**src/rtl/wp_gate_pkg.sv**
```systemverilog
package wp_gate_pkg;

    typedef enum logic [1:0] {
        GATE_LOCKED = 2'd0,
        GATE_ARMED  = 2'd1,
        GATE_OPEN   = 2'd2
    } gate_state_e;

    typedef struct packed {
        gate_state_e state;
    } seq_regs_t;

endpackage

```
**src/rtl/wp_addr_decode.sv**
```systemverilog
module wp_addr_decode #(
    parameter int ADDR_W    = 8,
    parameter int NUM_SCR   = 3,
    parameter int SCR_BASE  = 'h60,
    parameter int KICK0_OFS = 'h6C,
    parameter int KICK1_OFS = 'h70,
    parameter int TIME_BASE = 'h00,
    parameter int TIME_CNT  = 7,
    parameter int CTRL_OFS  = 'h40,
    parameter int STAT_OFS  = 'h44,
    parameter int IRQ_OFS   = 'h48,
    parameter int OSC_OFS   = 'h54,
    localparam int IDX_W    = (NUM_SCR > 1) ? $clog2(NUM_SCR) : 1
) (
    input  logic [ADDR_W-1:0] addr,
    output logic              kick0_hit,
    output logic              kick1_hit,
    output logic              scr_hit,
    output logic [IDX_W-1:0]  scr_idx,
    output logic              prot_hit,
    output logic              stat_hit
);

    logic [NUM_SCR-1:0]  scr_match;
    logic [TIME_CNT-1:0] time_match;

    // One comparator per scratch word
    for (genvar g = 0; g < NUM_SCR; g++) begin : g_scr
        assign scr_match[g] = (addr == ADDR_W'(SCR_BASE + 4 * g));
    end

    // One comparator per time-keeping word
    for (genvar t = 0; t < TIME_CNT; t++) begin : g_time
        assign time_match[t] = (addr == ADDR_W'(TIME_BASE + 4 * t));
    end

    always_comb begin
        scr_idx = '0;
        for (int i = 0; i < NUM_SCR; i++) begin
            if (scr_match[i]) scr_idx = IDX_W'(i);
        end
    end

    assign kick0_hit = (addr == ADDR_W'(KICK0_OFS));
    assign kick1_hit = (addr == ADDR_W'(KICK1_OFS));
    assign scr_hit   = |scr_match;
    assign stat_hit  = (addr == ADDR_W'(STAT_OFS));
    assign prot_hit  = (|time_match)
                     | (addr == ADDR_W'(CTRL_OFS))
                     | (addr == ADDR_W'(IRQ_OFS))
                     | (addr == ADDR_W'(OSC_OFS));

endmodule

```
**src/rtl/wp_key_seq.sv**
```systemverilog
module wp_key_seq
    import wp_gate_pkg::*;
#(
    parameter int          DATA_W = 32,
    parameter logic [31:0] KEY0   = 32'h83E7_0B13,
    parameter logic [31:0] KEY1   = 32'h95A4_F1E0
) (
    input  logic              clk,
    input  logic              rst_n,
    input  logic              kick0_wr,
    input  logic              kick1_wr,
    input  logic [DATA_W-1:0] wdata,
    output logic              gate_open
);

    localparam logic [DATA_W-1:0] K0 = DATA_W'(KEY0);
    localparam logic [DATA_W-1:0] K1 = DATA_W'(KEY1);

    seq_regs_t seq_d, seq_q;

    always_comb begin
        seq_d = seq_q;
        if (kick0_wr) begin
            seq_d.state = (wdata == K0) ? GATE_ARMED : GATE_LOCKED;
        end else if (kick1_wr) begin
            if (wdata != K1)
                seq_d.state = GATE_LOCKED;
            else if (seq_q.state == GATE_ARMED || seq_q.state == GATE_OPEN)
                seq_d.state = GATE_OPEN;
            else
                seq_d.state = GATE_LOCKED;
        end
    end

    always_ff @(posedge clk or negedge rst_n) begin
        if (!rst_n) seq_q <= '{state: GATE_LOCKED};
        else        seq_q <= seq_d;
    end

    assign gate_open = (seq_q.state == GATE_OPEN);

    // The gate opens only after a correct second key with the first key in place
    assert_open_needs_both_R2: assert property (@(posedge clk) disable iff (!rst_n)
        $rose(gate_open) |-> ($past(kick1_wr) && $past(wdata) == K1
                              && $past(seq_q.state) == GATE_ARMED));

    // A lone second key from the locked state keeps the gate closed
    assert_lone_second_key_R3: assert property (@(posedge clk) disable iff (!rst_n)
        (kick1_wr && seq_q.state == GATE_LOCKED) |=> !gate_open);

    // Any wrong kick value closes the gate on the next edge
    assert_bad_kick_locks_R4: assert property (@(posedge clk) disable iff (!rst_n)
        ((kick0_wr && wdata != K0) || (kick1_wr && wdata != K1)) |=> !gate_open);

    // Non-kick cycles leave the sequence untouched
    assert_other_write_R10: assert property (@(posedge clk) disable iff (!rst_n)
        (!kick0_wr && !kick1_wr) |=> $stable(seq_q.state));

endmodule

```
**src/rtl/wp_scratch_bank.sv**
```systemverilog
module wp_scratch_bank #(
    parameter int DATA_W  = 32,
    parameter int NUM_SCR = 3,
    localparam int IDX_W  = (NUM_SCR > 1) ? $clog2(NUM_SCR) : 1
) (
    input  logic              clk,
    input  logic              rst_n,
    input  logic              wr_en,
    input  logic [IDX_W-1:0]  idx,
    input  logic [DATA_W-1:0] wdata,
    output logic [DATA_W-1:0] rd_data
);

    typedef struct packed {
        logic [NUM_SCR-1:0][DATA_W-1:0] words;
    } bank_regs_t;

    bank_regs_t bank_d, bank_q;

    always_comb begin
        bank_d = bank_q;
        for (int i = 0; i < NUM_SCR; i++) begin
            if (wr_en && idx == IDX_W'(i)) bank_d.words[i] = wdata;
        end
    end

    always_ff @(posedge clk or negedge rst_n) begin
        if (!rst_n) bank_q <= '0;
        else        bank_q <= bank_d;
    end

    always_comb begin
        rd_data = '0;
        for (int i = 0; i < NUM_SCR; i++) begin
            if (idx == IDX_W'(i)) rd_data = bank_q.words[i];
        end
    end

    // A word changes only on a qualified write aimed at it
    for (genvar g = 0; g < NUM_SCR; g++) begin : g_hold
        assert_word_hold_R5: assert property (@(posedge clk) disable iff (!rst_n)
            !(wr_en && idx == IDX_W'(g)) |=> $stable(bank_q.words[g]));
    end

endmodule

```
**src/rtl/wp_gate.sv**
```systemverilog
module wp_gate #(
    parameter int          ADDR_W    = 8,
    parameter int          DATA_W    = 32,
    parameter int          NUM_SCR   = 3,
    parameter int          SCR_BASE  = 'h60,
    parameter int          KICK0_OFS = 'h6C,
    parameter int          KICK1_OFS = 'h70,
    parameter int          TIME_BASE = 'h00,
    parameter int          TIME_CNT  = 7,
    parameter int          CTRL_OFS  = 'h40,
    parameter int          STAT_OFS  = 'h44,
    parameter int          IRQ_OFS   = 'h48,
    parameter int          OSC_OFS   = 'h54,
    parameter logic [31:0] KEY0      = 32'h83E7_0B13,
    parameter logic [31:0] KEY1      = 32'h95A4_F1E0
) (
    input  logic              clk,
    input  logic              rst_n,
    input  logic [ADDR_W-1:0] bus_addr,
    input  logic [DATA_W-1:0] bus_wdata,
    input  logic              bus_we,
    output logic [DATA_W-1:0] bus_rdata,
    output logic              dn_we
);

    localparam int IDX_W = (NUM_SCR > 1) ? $clog2(NUM_SCR) : 1;

    logic             kick0_hit, kick1_hit, scr_hit, prot_hit, stat_hit;
    logic [IDX_W-1:0] scr_idx;
    logic             gate_open;
    logic [DATA_W-1:0] scr_rd;

    wp_addr_decode #(
        .ADDR_W(ADDR_W), .NUM_SCR(NUM_SCR), .SCR_BASE(SCR_BASE),
        .KICK0_OFS(KICK0_OFS), .KICK1_OFS(KICK1_OFS),
        .TIME_BASE(TIME_BASE), .TIME_CNT(TIME_CNT),
        .CTRL_OFS(CTRL_OFS), .STAT_OFS(STAT_OFS),
        .IRQ_OFS(IRQ_OFS), .OSC_OFS(OSC_OFS)
    ) u_decode (
        .addr(bus_addr),
        .kick0_hit(kick0_hit),
        .kick1_hit(kick1_hit),
        .scr_hit(scr_hit),
        .scr_idx(scr_idx),
        .prot_hit(prot_hit),
        .stat_hit(stat_hit)
    );

    wp_key_seq #(
        .DATA_W(DATA_W), .KEY0(KEY0), .KEY1(KEY1)
    ) u_seq (
        .clk(clk),
        .rst_n(rst_n),
        .kick0_wr(bus_we && kick0_hit),
        .kick1_wr(bus_we && kick1_hit),
        .wdata(bus_wdata),
        .gate_open(gate_open)
    );

    wp_scratch_bank #(
        .DATA_W(DATA_W), .NUM_SCR(NUM_SCR)
    ) u_bank (
        .clk(clk),
        .rst_n(rst_n),
        .wr_en(bus_we && scr_hit && gate_open),
        .idx(scr_idx),
        .wdata(bus_wdata),
        .rd_data(scr_rd)
    );

    assign dn_we     = bus_we && ((prot_hit && gate_open) || stat_hit);
    assign bus_rdata = scr_hit ? scr_rd : '0;

    // Gate closed after reset
    assert_reset_closed_R1: assert property (@(posedge clk)
        !rst_n |=> !gate_open);

    // Closed gate: protected writes never reach downstream
    assert_locked_drop_R5: assert property (@(posedge clk) disable iff (!rst_n)
        (bus_we && prot_hit && !gate_open) |-> !dn_we);

    // Open gate: protected writes pass
    assert_open_pass_R6: assert property (@(posedge clk) disable iff (!rst_n)
        (bus_we && prot_hit && gate_open) |-> dn_we);

    // Status writes always pass
    assert_status_free_R7: assert property (@(posedge clk) disable iff (!rst_n)
        (bus_we && stat_hit) |-> dn_we);

    // Unmapped and kick offsets never reach downstream
    assert_unmapped_quiet_R8: assert property (@(posedge clk) disable iff (!rst_n)
        (!prot_hit && !stat_hit) |-> !dn_we);

    // Kick locations never expose their contents
    assert_kick_read_zero_R9: assert property (@(posedge clk) disable iff (!rst_n)
        (kick0_hit || kick1_hit) |-> (bus_rdata == '0));

endmodule

```
**config.mk**
```make
export PLATFORM = sky130hd
export DESIGN_NAME = wp_gate
export DESIGN_NICKNAME = d
export VERILOG_FILES = /design/src/rtl/wp_gate_pkg.sv /design/src/rtl/wp_addr_decode.sv /design/src/rtl/wp_key_seq.sv /design/src/rtl/wp_scratch_bank.sv /design/src/rtl/wp_gate.sv
export SDC_FILE = /design/constraint.sdc
export NUM_CORES = 1
export LEC_CHECK = 0
export BUFFER_PORTS_ARGS = -buffer_cell sky130_fd_sc_hd__buf_2
export CORE_ASPECT_RATIO = 1.2
export CORE_MARGIN = 2
export CORE_UTILIZATION = 51
export DETAILED_ROUTE_END_ITERATION = 8
export GPL_ROUTABILITY_DRIVEN = 0
export PLACE_DENSITY = 0.76
export SYNTH_ARGS = -nofsm -noshare
export SYNTH_HDL_FRONTEND = slang
export SYNTH_SLANG_ARGS = --single-unit
export TNS_END_PERCENT = 20
```
**constraint.sdc**
```tcl
create_clock -name clk -period 1.5 [get_ports clk]
set_input_delay 0.15 -clock clk [delete_from_list [all_inputs] [get_ports clk]]
set_output_delay 0.15 -clock clk [all_outputs]
set_load 0.05 [all_outputs]
```
==> results of run 1 <==
## Yosys cell counts, types with 2 or more instances
cell / number
a211oi_1: 32
a21oi_1: 3
buf_2: 12
buf_4: 3
clkbuf_1: 6
dfrtp_1: 98
inv_1: 2
mux2_1: 4
mux2_2: 92
mux2i_1: 32
nand2_1: 3
nand3_1: 6
nand4_1: 6
nor2_1: 37
nor2b_1: 2
nor4b_1: 3
nor4bb_1: 3
or4_1: 3
## worst max-delay path: stages (launching register included)
cell	delay, ns
dfrtp_1	0.41
ha_2	0.19
buf_4	0.13
buf_6	0.10
and3_4	0.17
buf_6	0.12
nand2_4	0.07
buf_12	0.19
mux2_2	0.38
## routing by layer
layer	up-vias	global-route usage
li1	1588	-
met1	1918	0.3545
met2	82	0.4853
met3	22	0.04077
met4	0	0.1158
met5	-	0
## what timing repair did
item | 4_1_cts | 5_1_grt
hold buffers | 1 | 0
setup buffers | 7 | 3
pin swaps | 31 | 7
endpoints found under the setup margin | 130 | 130
hold endpoints to repair | 31 | 0
gates cloned | 4 | 1
resized for setup | 108 | 22
## where the power goes
group | internal, uW | total (uW) | leakage [uW] | switching, uW
registers | 2640 | 2640 | 0.00137 | 0.000000000566
logic | 140 | 329 | 0.00198 | 189
clock network | 939 | 1880 | 0.000107 | 938
total | 3720 | 4850 | 0.00346 | 1130
## cell usage in the layout (no fill, tap or decap), types with 2 or more instances in the layout
cell type | synthesis | routed
buf_12 | 0 | 17
mux2i_2 | 0 | 15
dfrtp_1 | 98 | 98
inv_1 | 2 | 2
nand2_4 | 0 | 3
a211oi_4 | 0 | 32
nand3_1 | 6 | 4
a21oi_1 | 3 | 2
buf_8 | 0 | 4
buf_2 | 12 | 38
buf_16 | 0 | 3
bufinv_16 | 0 | 2
nor2_1 | 37 | 37
mux2_1 | 4 | 2
nor2b_1 | 2 | 2
mux2i_1 | 32 | 16
buf_4 | 3 | 39
nand4_1 | 6 | 6
nor4bb_1 | 3 | 3
clkbuf_8 | 0 | 9
mux2_4 | 0 | 13
clkbuf_1 | 6 | 2
mux2_2 | 92 | 81
nor4b_1 | 3 | 3
nand3_4 | 0 | 2
or4_1 | 3 | 3
clkinv_2 | 0 | 2
buf_6 | 0 | 39
## stage by stage
| step | util | setup TNS [ns] | hold slack, ns | power [uW] | area [um2] |
|---|---|---|---|---|---|
| 3_5_place_dp | 0.6798 | -25.55 | 0.1335 | 2988 | 6108 |
| 5_1_grt | 0.7769 | -40.00 | 0.05538 | 4993 | 6982 |
| 2_1_floorplan | - | -8.674 | -0.1456 | 2740 | 5147 |
| 3_3_place_gp | 0.6798 | -22.51 | 0.1318 | 2979 | 6108 |
| 4_1_cts | 0.7634 | -21.57 | 0.02419 | 4846 | 6860 |
| 6_report | 0.7769 | -36.15 | 0.05455 | 4845 | 6982 |
## kinds of logic after synthesis
logic type,after synthesis,share of synthesized area
simple gates,77,0.09140
flops,98,0.5238
buf+inv,23,0.02405
mux,128,0.2993
fa+ha+maj,1,0.002672
compound gates,38,0.05879
## cell type report
| cell class | instances | area (um2) | share of cell area |
|---|---|---|---|
| inverter | 2 | 7.507 | 0.001075 |
| clock buffer | 11 | 131.4 | 0.01882 |
| tap | 120 | 150.1 | 0.02151 |
| timing repair buffer | 142 | 1440 | 0.2063 |
| multi-input combinational | 245 | 2721 | 0.3898 |
| sequential | 98 | 2452 | 0.3513 |
| clock inverter | 5 | 78.83 | 0.01129 |
## registers in the layout, summed over array words and instances, names as in the netlist
signal / count
u_bank.bank_q: 96
u_seq.seq_q: 2
## worst paths after layout
kind,from,to,slack (ns)
max,u_seq.seq_q[1],u_bank.bank_q[49],-0.39
min,bus_wdata[30],u_bank.bank_q[62],0.05
max reg2reg,u_seq.seq_q[1],u_bank.bank_q[49],-0.39
min reg2reg,u_bank.bank_q[65],u_bank.bank_q[65],0.51
max in group asynchronous,rst_n,u_bank.bank_q[80],0.66
min in group asynchronous,rst_n,u_bank.bank_q[37],0.27
==> flow_metrics.env, run 1 <==
export IMPL_clockBufferDepth=2
export IMPL_route_met2_wl_mm=7.047
export IMPL_hold_class="primary input to flip-flop"
export IMPL_worstSetupEndpointType="flip-flop"
export IMPL_antennaDiodeCount=0
export IMPL_synthDistinctLibCells=36
export IMPL_fillCellCount=491
export IMPL_drive_gt1_frac=0.6183
export IMPL_ios=76
export IMPL_vias=3610
export IMPL_skew_ns=0.01243
export IMPL_root_buffer="clkbuf_8"
export IMPL_place_inst=591
export IMPL_initial_core_util=0.5210
export IMPL_core_area_um2=8986
export IMPL_wl_mm=13.24
export IMPL_tightest_slew_ns=0.4782
export IMPL_cp_required_ns=1.76
export IMPL_ir_worst_vdd_mv=0.7145
export IMPL_synth_area_per_cell_um2=12.83
export IMPL_via_per_inst=5.795
export IMPL_yosys_top_cells_area="dfrtp_1 52%, mux2_2 22%, mux2i_1 6.8%"
export IMPL_cts_buffers=9
export IMPL_nets=542
export IMPL_clk_pin_slew_worst_paths_ns=0.10
export IMPL_crit_arrival_ns=2.15
export IMPL_worst_path_max_fanout=23
export IMPL_gr_total_overflow=0
export IMPL_synth_edf_count=0
export IMPL_rows=38
export IMPL_ys_warn_count=0
export IMPL_grt_pass1_wl_mm=21.05
export IMPL_insertion_delay_ns=0.38
export IMPL_drc=0
export IMPL_synthesis_nets=409
export IMPL_ant_nets=0
export IMPL_rsz0062_at_grt="true"
export IMPL_setup_viol=130
export IMPL_antenna_found_initial=0
export IMPL_ys_seq_area_frac=0.5238
export IMPL_cts_sinks=98
export IMPL_worst_slack_ns=-0.3855
export IMPL_synthToLayoutAreaGrowth_pct=49.12
export IMPL_grt_pass1_vias=3947
export IMPL_final_cells=623
export IMPL_powerDensity_nw_per_um2=694.0
export IMPL_drt_met1_wl_mm=5.481
export IMPL_port_buffers=75
export IMPL_holdPathStages=2
export IMPL_fmax_ghz=0.5304
export IMPL_reg2reg_depth=8
export IMPL_leakage_uw=0.003461
export IMPL_outcome="finished with violations"
export IMPL_yosys_area_top_type="dfrtp_1"
export IMPL_setup_worst_path_start_class="flip-flop"
export IMPL_wl_met3_um=430
export IMPL_async_reset_ff_frac=1.000
export IMPL_post_route_min_period_ns=1.886
export IMPL_die_area_um2=9966
export IMPL_period_share=1.257
export IMPL_wire_per_inst_um=21.25
export IMPL_grt_max_degree=35
export IMPL_synthFlopType="dfrtp_1"
export IMPL_max_slew_margin=0.6812
export IMPL_path_class="flip-flop to flip-flop"
export IMPL_syn_area_um2=4682
export IMPL_cts_tree="done"
export IMPL_highest_layer="met4"
export IMPL_dp_hpwl_mm=8.243
export IMPL_violations="negative setup slack"
export IMPL_track_usage=0.2800
export IMPL_maxSlewViolCount=0
export IMPL_htree_num_levels=3
export IMPL_first_pass_iters=4
export IMPL_die_height_um=109.0
export IMPL_finalHoldViolations=0
export IMPL_synth_top_cell_area_share=0.5238
export IMPL_max_cap_violations=0
export IMPL_die_w_um=91.47
export IMPL_synthCells=365
export IMPL_drt_iter0_markers=223
export IMPL_synth_seq_cells=98
export IMPL_place_ws_ns=-0.3484
(Power assumes the default switching activity.)
==> run 2, diff against run 1 <==
==> constraint.sdc (replaced) <==
create_clock -name clk -period 1.5 [get_ports clk]
set_input_delay 0.15 -clock clk [delete_from_list [all_inputs] [get_ports clk]]
set_output_delay 0.15 -clock clk [all_outputs]
set_load 0.01 [all_outputs]
==> run 2 against run 1 <==
Net effect: the run still ends with negative setup slack left; final cell count grew 1.6%; critical path depth shrank 1; core utilization shrank 3.2 points; critical path type is now flip-flop to output pin.
==> flow_metrics.env, run 2 (same netlist as run 1, synthesis figures left out) <==
export IMPL_rsz0062_at_grt="true"
export IMPL_tightest_slew_ns=0.5628
export IMPL_total_power_uw=4880
export IMPL_vias=3765
export IMPL_swShare=0.2274
export IMPL_holdWs_ns=0.05500
export IMPL_worst_slack_ns=-0.3869
export IMPL_die_area_um2=9966
export IMPL_skew_ns=0.006106
export IMPL_finalCoreUtilization=0.7453
export IMPL_r2r_setup_slack_ns=-0.25
export IMPL_largest_register_ffs=96
export IMPL_root_buffer="clkbuf_8"
export IMPL_outcome="finished with violations"
export IMPL_drt_iter0_markers=305
export IMPL_core_area_um2=8986
export IMPL_fin_area_um2=6698
export IMPL_htree_num_levels=3
export IMPL_fillCellCount=511
export IMPL_cp_endpoint="dn_we"
export IMPL_gr_total_overflow=0
export IMPL_final_cells=633
export IMPL_ir_worst_vdd_mv=0.5067
export IMPL_leakage_uw=0.003616
export IMPL_ant_nets=0
export IMPL_reg2reg_from="u_seq.seq_q[0]"
export IMPL_finalHoldViolations=0
export IMPL_grt_pass1_wl_mm=21.20
export IMPL_grt_pass1_vias=3876
export IMPL_ios=76
export IMPL_violations="negative setup slack"
export IMPL_first_pass_iters=4
export IMPL_clockBufferDepth=2
export IMPL_worst_path_max_fanout=2
export IMPL_port_buffers=75
export IMPL_cts_buffers=9
export IMPL_reg2reg_depth=7
export IMPL_worstReg2RegEnd="u_bank.bank_q[94]"
export IMPL_place_inst=591
export IMPL_antennaDiodeCount=0
export IMPL_seqPwrFrac=0.541
export IMPL_dp_hpwl_mm=7.665
export IMPL_rows=38
export IMPL_antenna_found_initial=0
export IMPL_via_per_inst=5.948
export IMPL_p_sw_uw=1110
export IMPL_die_w_um=91.47
export IMPL_drive_gt1_frac=0.6179
export IMPL_max_cap_violations=0
export IMPL_maxSlewViolCount=0
export IMPL_synthToLayoutAreaGrowth_pct=43.05
export IMPL_fmax_ghz=0.5300
export IMPL_power_internal_uw=3770
export IMPL_final_common_cell="dfrtp_1"
export IMPL_insertion_delay_ns=0.37
export IMPL_wire_per_inst_um=23.01
export IMPL_final_cell_mix="98 x dfrtp_1, 89 x mux2_2, 70 x buf_2"
export IMPL_grt_max_degree=60
export IMPL_cts_sinks=98
export IMPL_crit_arrival_ns=1.74
export IMPL_top_register="u_bank.bank_q"
export IMPL_p_comb_frac=0.069
export IMPL_nets=552
export IMPL_path_class="flip-flop to output pin"
export IMPL_hold_class="primary input to flip-flop"
export IMPL_startpoint="u_seq.seq_q[0]"
export IMPL_clk_pin_slew_worst_paths_ns=0.09
export IMPL_max_slew_margin=0.6217
export IMPL_powerDensity_nw_per_um2=728.6
export IMPL_worstSetupEndpointType="output pin"
export IMPL_drc=0
export IMPL_cts_tree="done"
export IMPL_period_share=1.258
export IMPL_largest_registers="u_bank.bank_q x96, u_seq.seq_q x2"
export IMPL_post_route_min_period_ns=1.887
export IMPL_track_usage=0.2839
export IMPL_placed_cell_area_um2=5625
export IMPL_die_height_um=109.0
export IMPL_p_clk_frac=0.390
export IMPL_wl_mm=14.57
export IMPL_cp_required_ns=1.35
export IMPL_setup_viol=130
export IMPL_setup_worst_path_start_class="flip-flop"
export IMPL_initial_core_util=0.5210
## run 2: changes by cell type in the layout (fill, tap and decap cells not counted), moves of 10 or more
cell / delta
mux2i_1: +15
nor2_1: -10
buf_2: +32
mux2i_2: -14
buf_6: -28
a211oi_2: +27
a211oi_4: -31
## run 2: critical path, cell delays in order (launching register included)
cell     delay [ns]
dfrtp_1        0.42
inv_2          0.08
ha_4           0.12
buf_4          0.10
a21oi_1        0.03
or3b_4         0.37
a21oi_2        0.11
buf_2          0.13
## run 2: metal layers
layer  share of wire  routed length (um)  global-route usage
met3           0.060                 872             0.05598
met4           0.035                 517              0.1017
met5               0                   0                   0
met2            0.50                7231              0.4916
met1            0.41                5944              0.3557
## run 2: power by group through the flow
| stage | clock network (uW) | logic (uW) | registers [uW] |
|---|---|---|---|
| after floorplan | 0 | 37.1 | 2690 |
| final | 1900 | 337 | 2640 |
| after global placement | 0 | 278 | 2690 |
| after detailed placement | 0 | 287 | 2690 |
| after global routing | 2040 | 362 | 2640 |
| after CTS | 1900 | 320 | 2640 |
## run 2: final cells by class
cell class	count	area, um2	area share
clock buffers	11	141.4	0.02111
multi-input cells	244	2429	0.3626
well taps	120	150.1	0.02242
clock inverters	5	77.57	0.01158
flip-flops and latches	98	2452	0.3661
inverters	2	7.507	0.001121
repair buffers	153	1440	0.2150
## run 2: timing repair
| action | CTS | global route |
|---|---|---|
| pin swaps | 33 | 10 |
| setup endpoints to repair | 130 | 130 |
| gates resized for setup | 70 | 32 |
| gates cloned | 11 | 3 |
| hold endpoints to repair | 16 | 0 |
| hold buffers | 1 | 0 |
| setup buffers | 6 | 7 |
## run 2: through the flow
stage / TNS, ns / setup WS [ns]
6_report: -22.65 / -0.3869
5_1_grt: -26.08 / -0.4116
2_1_floorplan: -1.918 / -0.02813
3_3_place_gp: -13.38 / -0.2811
3_5_place_dp: -18.80 / -0.3212
4_1_cts: -12.98 / -0.4127
## run 2: how the worst min path moves through the flow
stage,cells past startpoint,start,endpoint
floorplan,0,rst_n,u_bank.bank_q[0]
global placement,1,rst_n,u_bank.bank_q[95]
detailed placement,1,rst_n,u_bank.bank_q[95]
CTS,2,bus_wdata[30],u_bank.bank_q[62]
global route,2,bus_wdata[23],u_bank.bank_q[55]
finish,2,bus_wdata[23],u_bank.bank_q[55]
